`src/rtl/baud_pkg.sv`:
```
package baud_pkg;

   typedef enum logic [1:0] {
      OVS_X1  = 2'b00,
      OVS_X16 = 2'b01,
      OVS_X32 = 2'b10,
      OVS_X64 = 2'b11
   } ovs_e;

   function automatic logic [7:0] ovs_factor(input ovs_e m);
      case (m)
         OVS_X1:  return 8'd1;
         OVS_X16: return 8'd16;
         OVS_X32: return 8'd32;
         default: return 8'd64;
      endcase
   endfunction

endpackage

```
`src/rtl/baud_tc_reg.sv`:
```
module baud_tc_reg #(
   parameter int BYTE_W   = 8,
   parameter int TC_BYTES = 2,
   localparam int TC_W    = BYTE_W * TC_BYTES
) (
   input  logic                clk,
   input  logic                rst_n,
   input  logic [TC_BYTES-1:0] we,
   input  logic [TC_W-1:0]     wdata,
   output logic [TC_W-1:0]     tc,
   output logic                reload
);

   for (genvar b = 0; b < TC_BYTES; b++) begin : g_lane
      logic [BYTE_W-1:0] lane_q;
      always_ff @(posedge clk or negedge rst_n) begin
         if (!rst_n)
            lane_q <= '0;
         else if (we[b])
            lane_q <= wdata[b*BYTE_W +: BYTE_W];
      end
      assign tc[b*BYTE_W +: BYTE_W] = lane_q;
   end

   always_ff @(posedge clk or negedge rst_n) begin
      if (!rst_n)
         reload <= 1'b0;
      else
         reload <= |we;
   end

endmodule

```
`src/rtl/baud_rate_cnt.sv`:
```
module baud_rate_cnt #(
   parameter int TC_W   = 16,
   localparam int CNT_W = TC_W + 1
) (
   input  logic            clk,
   input  logic            rst_n,
   input  logic            en,
   input  logic            reload,
   input  logic [TC_W-1:0] tc,
   output logic            pulse
);

   logic [CNT_W-1:0] cnt_q;
   logic [CNT_W-1:0] start_val;

   // counting tc+1 down to 0 spans tc+2 cycles
   assign start_val = CNT_W'(tc) + CNT_W'(1);

   always_ff @(posedge clk or negedge rst_n) begin
      if (!rst_n) begin
         cnt_q <= CNT_W'(1);
         pulse <= 1'b0;
      end else if (!en || reload) begin
         cnt_q <= start_val;
         pulse <= 1'b0;
      end else if (cnt_q == '0) begin
         cnt_q <= start_val;
         pulse <= 1'b1;
      end else begin
         cnt_q <= cnt_q - CNT_W'(1);
         pulse <= 1'b0;
      end
   end

endmodule

```
`src/rtl/baud_prescale.sv`:
```
module baud_prescale
   import baud_pkg::*;
#(
   parameter int MAX_OVS = 64,
   localparam int PW     = $clog2(MAX_OVS)
) (
   input  logic clk,
   input  logic rst_n,
   input  logic en,
   input  logic reload,
   input  ovs_e mode,
   input  logic pulse_in,
   output logic tick
);

   if (MAX_OVS < 64) begin : g_bad_ovs
      $error("MAX_OVS must cover the largest oversampling factor");
   end

   logic [PW-1:0] pcnt_q;
   logic [PW-1:0] limit;

   assign limit = PW'(ovs_factor(mode) - 8'd1);

   always_ff @(posedge clk or negedge rst_n) begin
      if (!rst_n) begin
         pcnt_q <= '0;
         tick   <= 1'b0;
      end else if (!en || reload) begin
         pcnt_q <= '0;
         tick   <= 1'b0;
      end else if (pulse_in) begin
         if (pcnt_q >= limit) begin
            pcnt_q <= '0;
            tick   <= 1'b1;
         end else begin
            pcnt_q <= pcnt_q + PW'(1);
            tick   <= 1'b0;
         end
      end else begin
         tick <= 1'b0;
      end
   end

endmodule

```
`src/rtl/baud_fmt_decode.sv`:
```
module baud_fmt_decode (
   input  logic       par_en,
   input  logic       par_even_sel,
   input  logic [1:0] stop_sel,
   input  logic [1:0] len_sel,
   output logic [3:0] data_bits,
   output logic       parity_on,
   output logic       parity_even,
   output logic       stop_two
);

   always_comb begin
      case (len_sel)
         2'b00:   data_bits = 4'd5;
         2'b01:   data_bits = 4'd7;
         2'b10:   data_bits = 4'd6;
         default: data_bits = 4'd8;
      endcase
   end

   assign parity_on   = par_en;
   assign parity_even = par_en & par_even_sel;
   assign stop_two    = (stop_sel == 2'b11);

endmodule

```
`src/rtl/baud_tick_gen.sv`:
```
module baud_tick_gen
   import baud_pkg::*;
#(
   parameter int BYTE_W   = 8,
   parameter int TC_BYTES = 2,
   parameter int MAX_OVS  = 64,
   localparam int TC_W    = BYTE_W * TC_BYTES
) (
   input  logic                clk,
   input  logic                rst_n,
   input  logic                en,
   input  logic [TC_BYTES-1:0] tc_we,
   input  logic [TC_W-1:0]     tc_wdata,
   input  logic [1:0]          ovs_sel,
   input  logic                par_en,
   input  logic                par_even_sel,
   input  logic [1:0]          stop_sel,
   input  logic [1:0]          len_sel,
   output logic                rate_pulse,
   output logic                bit_tick,
   output logic [3:0]          data_bits,
   output logic                parity_on,
   output logic                parity_even,
   output logic                stop_two
);

   logic [TC_W-1:0] tc;
   logic            reload;

   baud_tc_reg #(.BYTE_W(BYTE_W), .TC_BYTES(TC_BYTES)) u_tc (
      .clk(clk), .rst_n(rst_n), .we(tc_we), .wdata(tc_wdata),
      .tc(tc), .reload(reload)
   );

   baud_rate_cnt #(.TC_W(TC_W)) u_rate (
      .clk(clk), .rst_n(rst_n), .en(en), .reload(reload),
      .tc(tc), .pulse(rate_pulse)
   );

   baud_prescale #(.MAX_OVS(MAX_OVS)) u_pre (
      .clk(clk), .rst_n(rst_n), .en(en), .reload(reload),
      .mode(ovs_e'(ovs_sel)), .pulse_in(rate_pulse), .tick(bit_tick)
   );

   baud_fmt_decode u_fmt (
      .par_en(par_en), .par_even_sel(par_even_sel), .stop_sel(stop_sel),
      .len_sel(len_sel), .data_bits(data_bits), .parity_on(parity_on),
      .parity_even(parity_even), .stop_two(stop_two)
   );

endmodule

```
`config.mk`:
```
export PLATFORM = sky130hd
export DESIGN_NAME = baud_tick_gen
export DESIGN_NICKNAME = d
export VERILOG_FILES = /design/src/rtl/baud_pkg.sv /design/src/rtl/baud_tc_reg.sv /design/src/rtl/baud_rate_cnt.sv /design/src/rtl/baud_prescale.sv /design/src/rtl/baud_fmt_decode.sv /design/src/rtl/baud_tick_gen.sv
export SDC_FILE = /design/constraint.sdc
export NUM_CORES = 1
export LEC_CHECK = 0
export BUFFER_PORTS_ARGS = -buffer_cell sky130_fd_sc_hd__buf_2
export CAP_MARGIN = 40
export CORE_UTILIZATION = 24
export CTS_BUF_LIST = sky130_fd_sc_hd__clkbuf_4
export CTS_CLUSTER_DIAMETER = 40
export CTS_CLUSTER_SIZE = 14
export DETAILED_ROUTE_END_ITERATION = 8
export PLACE_DENSITY = 0.43
export REMOVE_ABC_BUFFERS = 1
export SETUP_SLACK_MARGIN = 0.15
export SYNTH_ARGS = -nofsm -noshare
export SYNTH_HDL_FRONTEND = slang
export SYNTH_SLANG_ARGS = --single-unit
```
`constraint.sdc`:
```
create_clock -name clk -period 1.9 [get_ports clk]
set_input_delay 0.19 -clock clk [delete_from_list [all_inputs] [get_ports clk]]
set_output_delay 0.19 -clock clk [all_outputs]
set_load 0.005 [all_outputs]
```
==> impl_summary.log <==
INFO  metric clk_root_buffer_cell = sky130_fd_sc_hd__clkbuf_4
INFO  metric seqCellArea = 1050 µm²
INFO  metric worstPathCellList = or4_4 -> or2_4 -> o21ai_4 -> or3b_1 -> o21ai_1
INFO  metric detail_routed_via_count_per_cell = 4.35
INFO  metric peak_fanout_along_the_critical_path = 5
INFO  metric track_usage = 10.7%
INFO  metric clk_transition_reported_paths = 0.13 ns
INFO  metric worstSetupPathDepth = 5
INFO  metric pwr-share-seq = 51.5%
INFO  metric timing.fmax = 510 MHz
INFO  metric report.power.total = 2070 µW
INFO  metric setup.worst_path.start_class = flip-flop
INFO  metric totalWireLength = 5.02 mm
INFO  metric tightest_slew = 0.573 ns
INFO  metric cp.buffers_inverters = 0
INFO  metric drt_iter0_markers = 46
INFO  metric outcome = finished with violations
INFO  metric p_int = 1500 µW
INFO  metric num_antenna_cells = 0
INFO  metric p_switching = 570 µW
INFO  metric synth.avg_cell_area = 10.4 µm²
INFO  metric max_cap_violations = 0
INFO  metric cts-buffers-inserted = 5
INFO  metric remaining_drc_errors = 0
INFO  metric effective_utilization_at_floorplan = 25.1%
INFO  metric power_frac_comb = 19.8%
INFO  metric maxSlewViolCount = 0
INFO  metric detailed_place_hpwl = 3.81 mm
INFO  metric fin_tns_setup = -0.161 ns
INFO  metric synth.cell_area = 2370 µm²
INFO  metric area_after_detailed_placement = 2850 µm²
INFO  metric placed_instances = 410
INFO  metric nNetsFinal = 334
INFO  metric ys_types = 40
INFO  metric setup_viol = 4
INFO  metric hold_slack = 0.0490 ns
INFO  metric gp_congestion = 0.727
INFO  metric kind_of_end_point_of_the_critical_path = flip-flop
INFO  metric route.vias.total = 1849
INFO  metric post-route-cell-area = 3130 µm²
INFO  metric clock_power_share = 28.6%
INFO  metric area_delta_synth_final = 32.1%
INFO  metric worst_skew_pair_latency = 0.36 ns
INFO  metric first_pass_grt_wire_length = 8.50 mm
INFO  metric relative_max_transition_margin = 61.8%
INFO  metric critical_path.slowest_cell = sky130_fd_sc_hd__or4_4
INFO  metric htree_num_levels = 2
INFO  metric rrSetupSlack = -0.06 ns
INFO  metric critPathCapture = u_rate.cnt_q[16]
INFO  metric cp.arrival = 2.24 ns
INFO  metric violations = negative setup slack
INFO  metric tritoncts = done
INFO  metric path_delay_family = simple AND/OR/NAND/NOR gates
INFO  metric power_density_normalized_to_cell_area = 661 nW/µm²
INFO  metric first_global_vias = 1831
INFO  metric synth.yosys.warnings = 0
INFO  metric layout_worst_path_cycle_share = 103%
INFO  metric clock_tree.buffer_depth = 2
INFO  metric peakVddDrop = 350 µV
INFO  metric required = 2.18 ns
INFO  metric multiInputGateArea = 1370 µm²
INFO  metric pin_count = 38
INFO  metric worst_r2r_endpoint = u_rate.cnt_q[16]
INFO  metric worst-r2r-cell-count = 5
INFO  metric syn-instance-count = 228
INFO  metric die_area = 10300 µm²
INFO  metric placement.io_buffers = 37
INFO  metric timing.critical_path.from = u_rate.cnt_q[5]
INFO  metric hold_viol = 0
INFO  metric final_antenna_net_count = 0
INFO  metric grt_setup_unrepaired = yes
INFO  metric timing.final.crit_period = 1.96 ns
INFO  metric layout_setup_ws = -0.0589 ns
INFO  metric post_route_cells_drive_above_1_share = 39.5%
INFO  metric fin_worst_skew = 0.0162 ns
INFO  metric n_fill_cell = 1007
INFO  metric postSynthRegisterBits = 42
INFO  metric grt_start_max_net_pins = 24
INFO  metric antenna_violations_before_repair = 0
INFO  metric final_cells = 425
INFO  metric power.share.switching = 27.6%
INFO  metric floorplan.rows = 35
INFO  metric min_path_type = in2reg
INFO  metric wire_per_inst = 11.8 µm
INFO  metric power.leakage = 0.00138 µW
INFO  metric critical_path.max_stage_delay = 0.55 ns
INFO  metric grt-ovfl-total = 0
INFO  metric drt_pre_antenna_iters = 4
INFO  metric die_width = 101 µm
INFO  metric placeableCoreArea = 9420 µm²
INFO  metric die_height = 101 µm
INFO  metric synth-seq-area-share = 44.5%
INFO  metric worstSetupPathType = reg2reg
INFO  metric clock_sinks = 42
INFO  metric worstReg2RegStart = u_rate.cnt_q[5]
==> how the worst min path moves through the flow <==
| stage | from | end | cells past startpoint |
|---|---|---|---|
| after floorplan | rst_n | u_pre.pcnt_q[0] | 0 |
| after global placement | rst_n | u_tc.g_lane[1].lane_q[3] | 1 |
| after detailed placement | rst_n | u_tc.g_lane[1].lane_q[5] | 1 |
| after CTS | tc_wdata[6] | u_tc.g_lane[0].lane_q[6] | 2 |
| after global routing | tc_wdata[1] | u_tc.g_lane[0].lane_q[1] | 2 |
| final | tc_wdata[0] | u_tc.g_lane[0].lane_q[0] | 2 |
==> kinds of logic after synthesis <==
family,Yosys count,share of synthesized area [%]
compound gates,27,7.72
buf+inv,15,3.33
flops,42,44.5
simple gates,83,18.4
mux,21,9.73
fa+ha+maj,10,5.29
xor+xnor,30,11.1
==> what timing repair did <==
item / CTS / global route
pin swaps: 5 / 3
setup endpoints to repair: 21 / 22
hold buffers: 1 / 0
setup buffers: 4 / 2
hold endpoints to repair: 22 / 0
resized for setup: 10 / 16
==> flip-flops by register name (all words and copies together), names as in the netlist <==
register and flops:
u_rate.cnt_q 17, u_tc.g_lane.lane_q 16, u_pre.pcnt_q 6, u_pre.tick 1
u_rate.pulse 1, u_tc.reload 1
==> Yosys cell counts (all sizes together) <==
| master | count | area, µm² |
|---|---|---|
| mux2i | 5 | 50.1 |
| inv | 8 | 30.0 |
| dfrtp | 41 | 1030 |
| or4b | 1 | 10.0 |
| or3 | 4 | 27.5 |
| xnor2 | 17 | 149 |
| clkbuf | 3 | 11.3 |
| ha | 10 | 125 |
| mux2 | 16 | 180 |
| or4 | 2 | 20.0 |
| or3b | 1 | 8.76 |
| buf | 4 | 37.5 |
| dfstp | 1 | 26.3 |
| nor2 | 18 | 67.6 |
| and4 | 2 | 17.5 |
| xor2 | 13 | 114 |
| a22o | 4 | 35.0 |
| a221oi | 1 | 8.76 |
| nand2b | 2 | 12.5 |
| a32o | 1 | 10.0 |
| nand3 | 9 | 45.0 |
| nand4b | 1 | 8.76 |
| o41ai | 4 | 35.0 |
| and2 | 2 | 12.5 |
| o211ai | 1 | 7.51 |
| nand2 | 17 | 63.8 |
| nor3 | 9 | 45.0 |
| or2 | 3 | 21.3 |
| nor4 | 4 | 25.0 |
| nor2b | 3 | 18.8 |
| and3 | 1 | 6.26 |
| nand4 | 4 | 25.0 |
| a21o | 1 | 7.51 |
| a21oi | 7 | 35.0 |
| o21ai | 8 | 43.8 |
==> stage by stage <==
stage | setup WS, ns | utilization (%)
global route | -0.144 | 33.2
floorplan | -0.562 | -
detailed placement | -0.164 | 30.3
finish | -0.0589 | 33.2
CTS | -0.0680 | 32.2
global placement | -0.113 | 30.3
==> cell type report <==
cell class / instances / area share (%)
Sequential cell: 42 / 33.7
Inverter: 8 / 0.960
Tap cell: 129 / 5.16
Clock buffer: 6 / 1.44
Multi-Input combinational cell: 171 / 43.8
Timing Repair Buffer: 67 / 13.7
Clock inverter: 2 / 1.20
==> cell usage in the layout (no fill, tap or decap), types with 8 or more instances in the layout <==
cell	synthesis	routed
sky130_fd_sc_hd__buf_2	0	37
sky130_fd_sc_hd__buf_4	2	27
sky130_fd_sc_hd__dfrtp_1	41	39
sky130_fd_sc_hd__ha_1	10	8
sky130_fd_sc_hd__inv_1	8	8
sky130_fd_sc_hd__mux2_2	16	16
sky130_fd_sc_hd__nand2_1	17	16
sky130_fd_sc_hd__nand3_1	9	9
sky130_fd_sc_hd__nor2_1	18	17
sky130_fd_sc_hd__xnor2_1	17	17
sky130_fd_sc_hd__xor2_1	13	12
==> routing by layer <==
layer / wire length (µm) / track usage (%) / up-vias
met5: 0 / 0 / -
met4: 71 / 3.34 / 0
met3: 243 / 2.42 / 8
met2: 2310 / 17.5 / 45
met1: 2390 / 14.1 / 856
li1: - / - / 940
==> power by group through the flow <==
stage	registers (µW)	clock network (µW)	logic [µW]
after CTS	1070	628	410
after global routing	1090	651	462
after detailed placement	1080	0	398
after floorplan	1070	0	208
final	1070	593	411
after global placement	1080	0	396
Note: power is estimated with default switching activity, not from simulation.
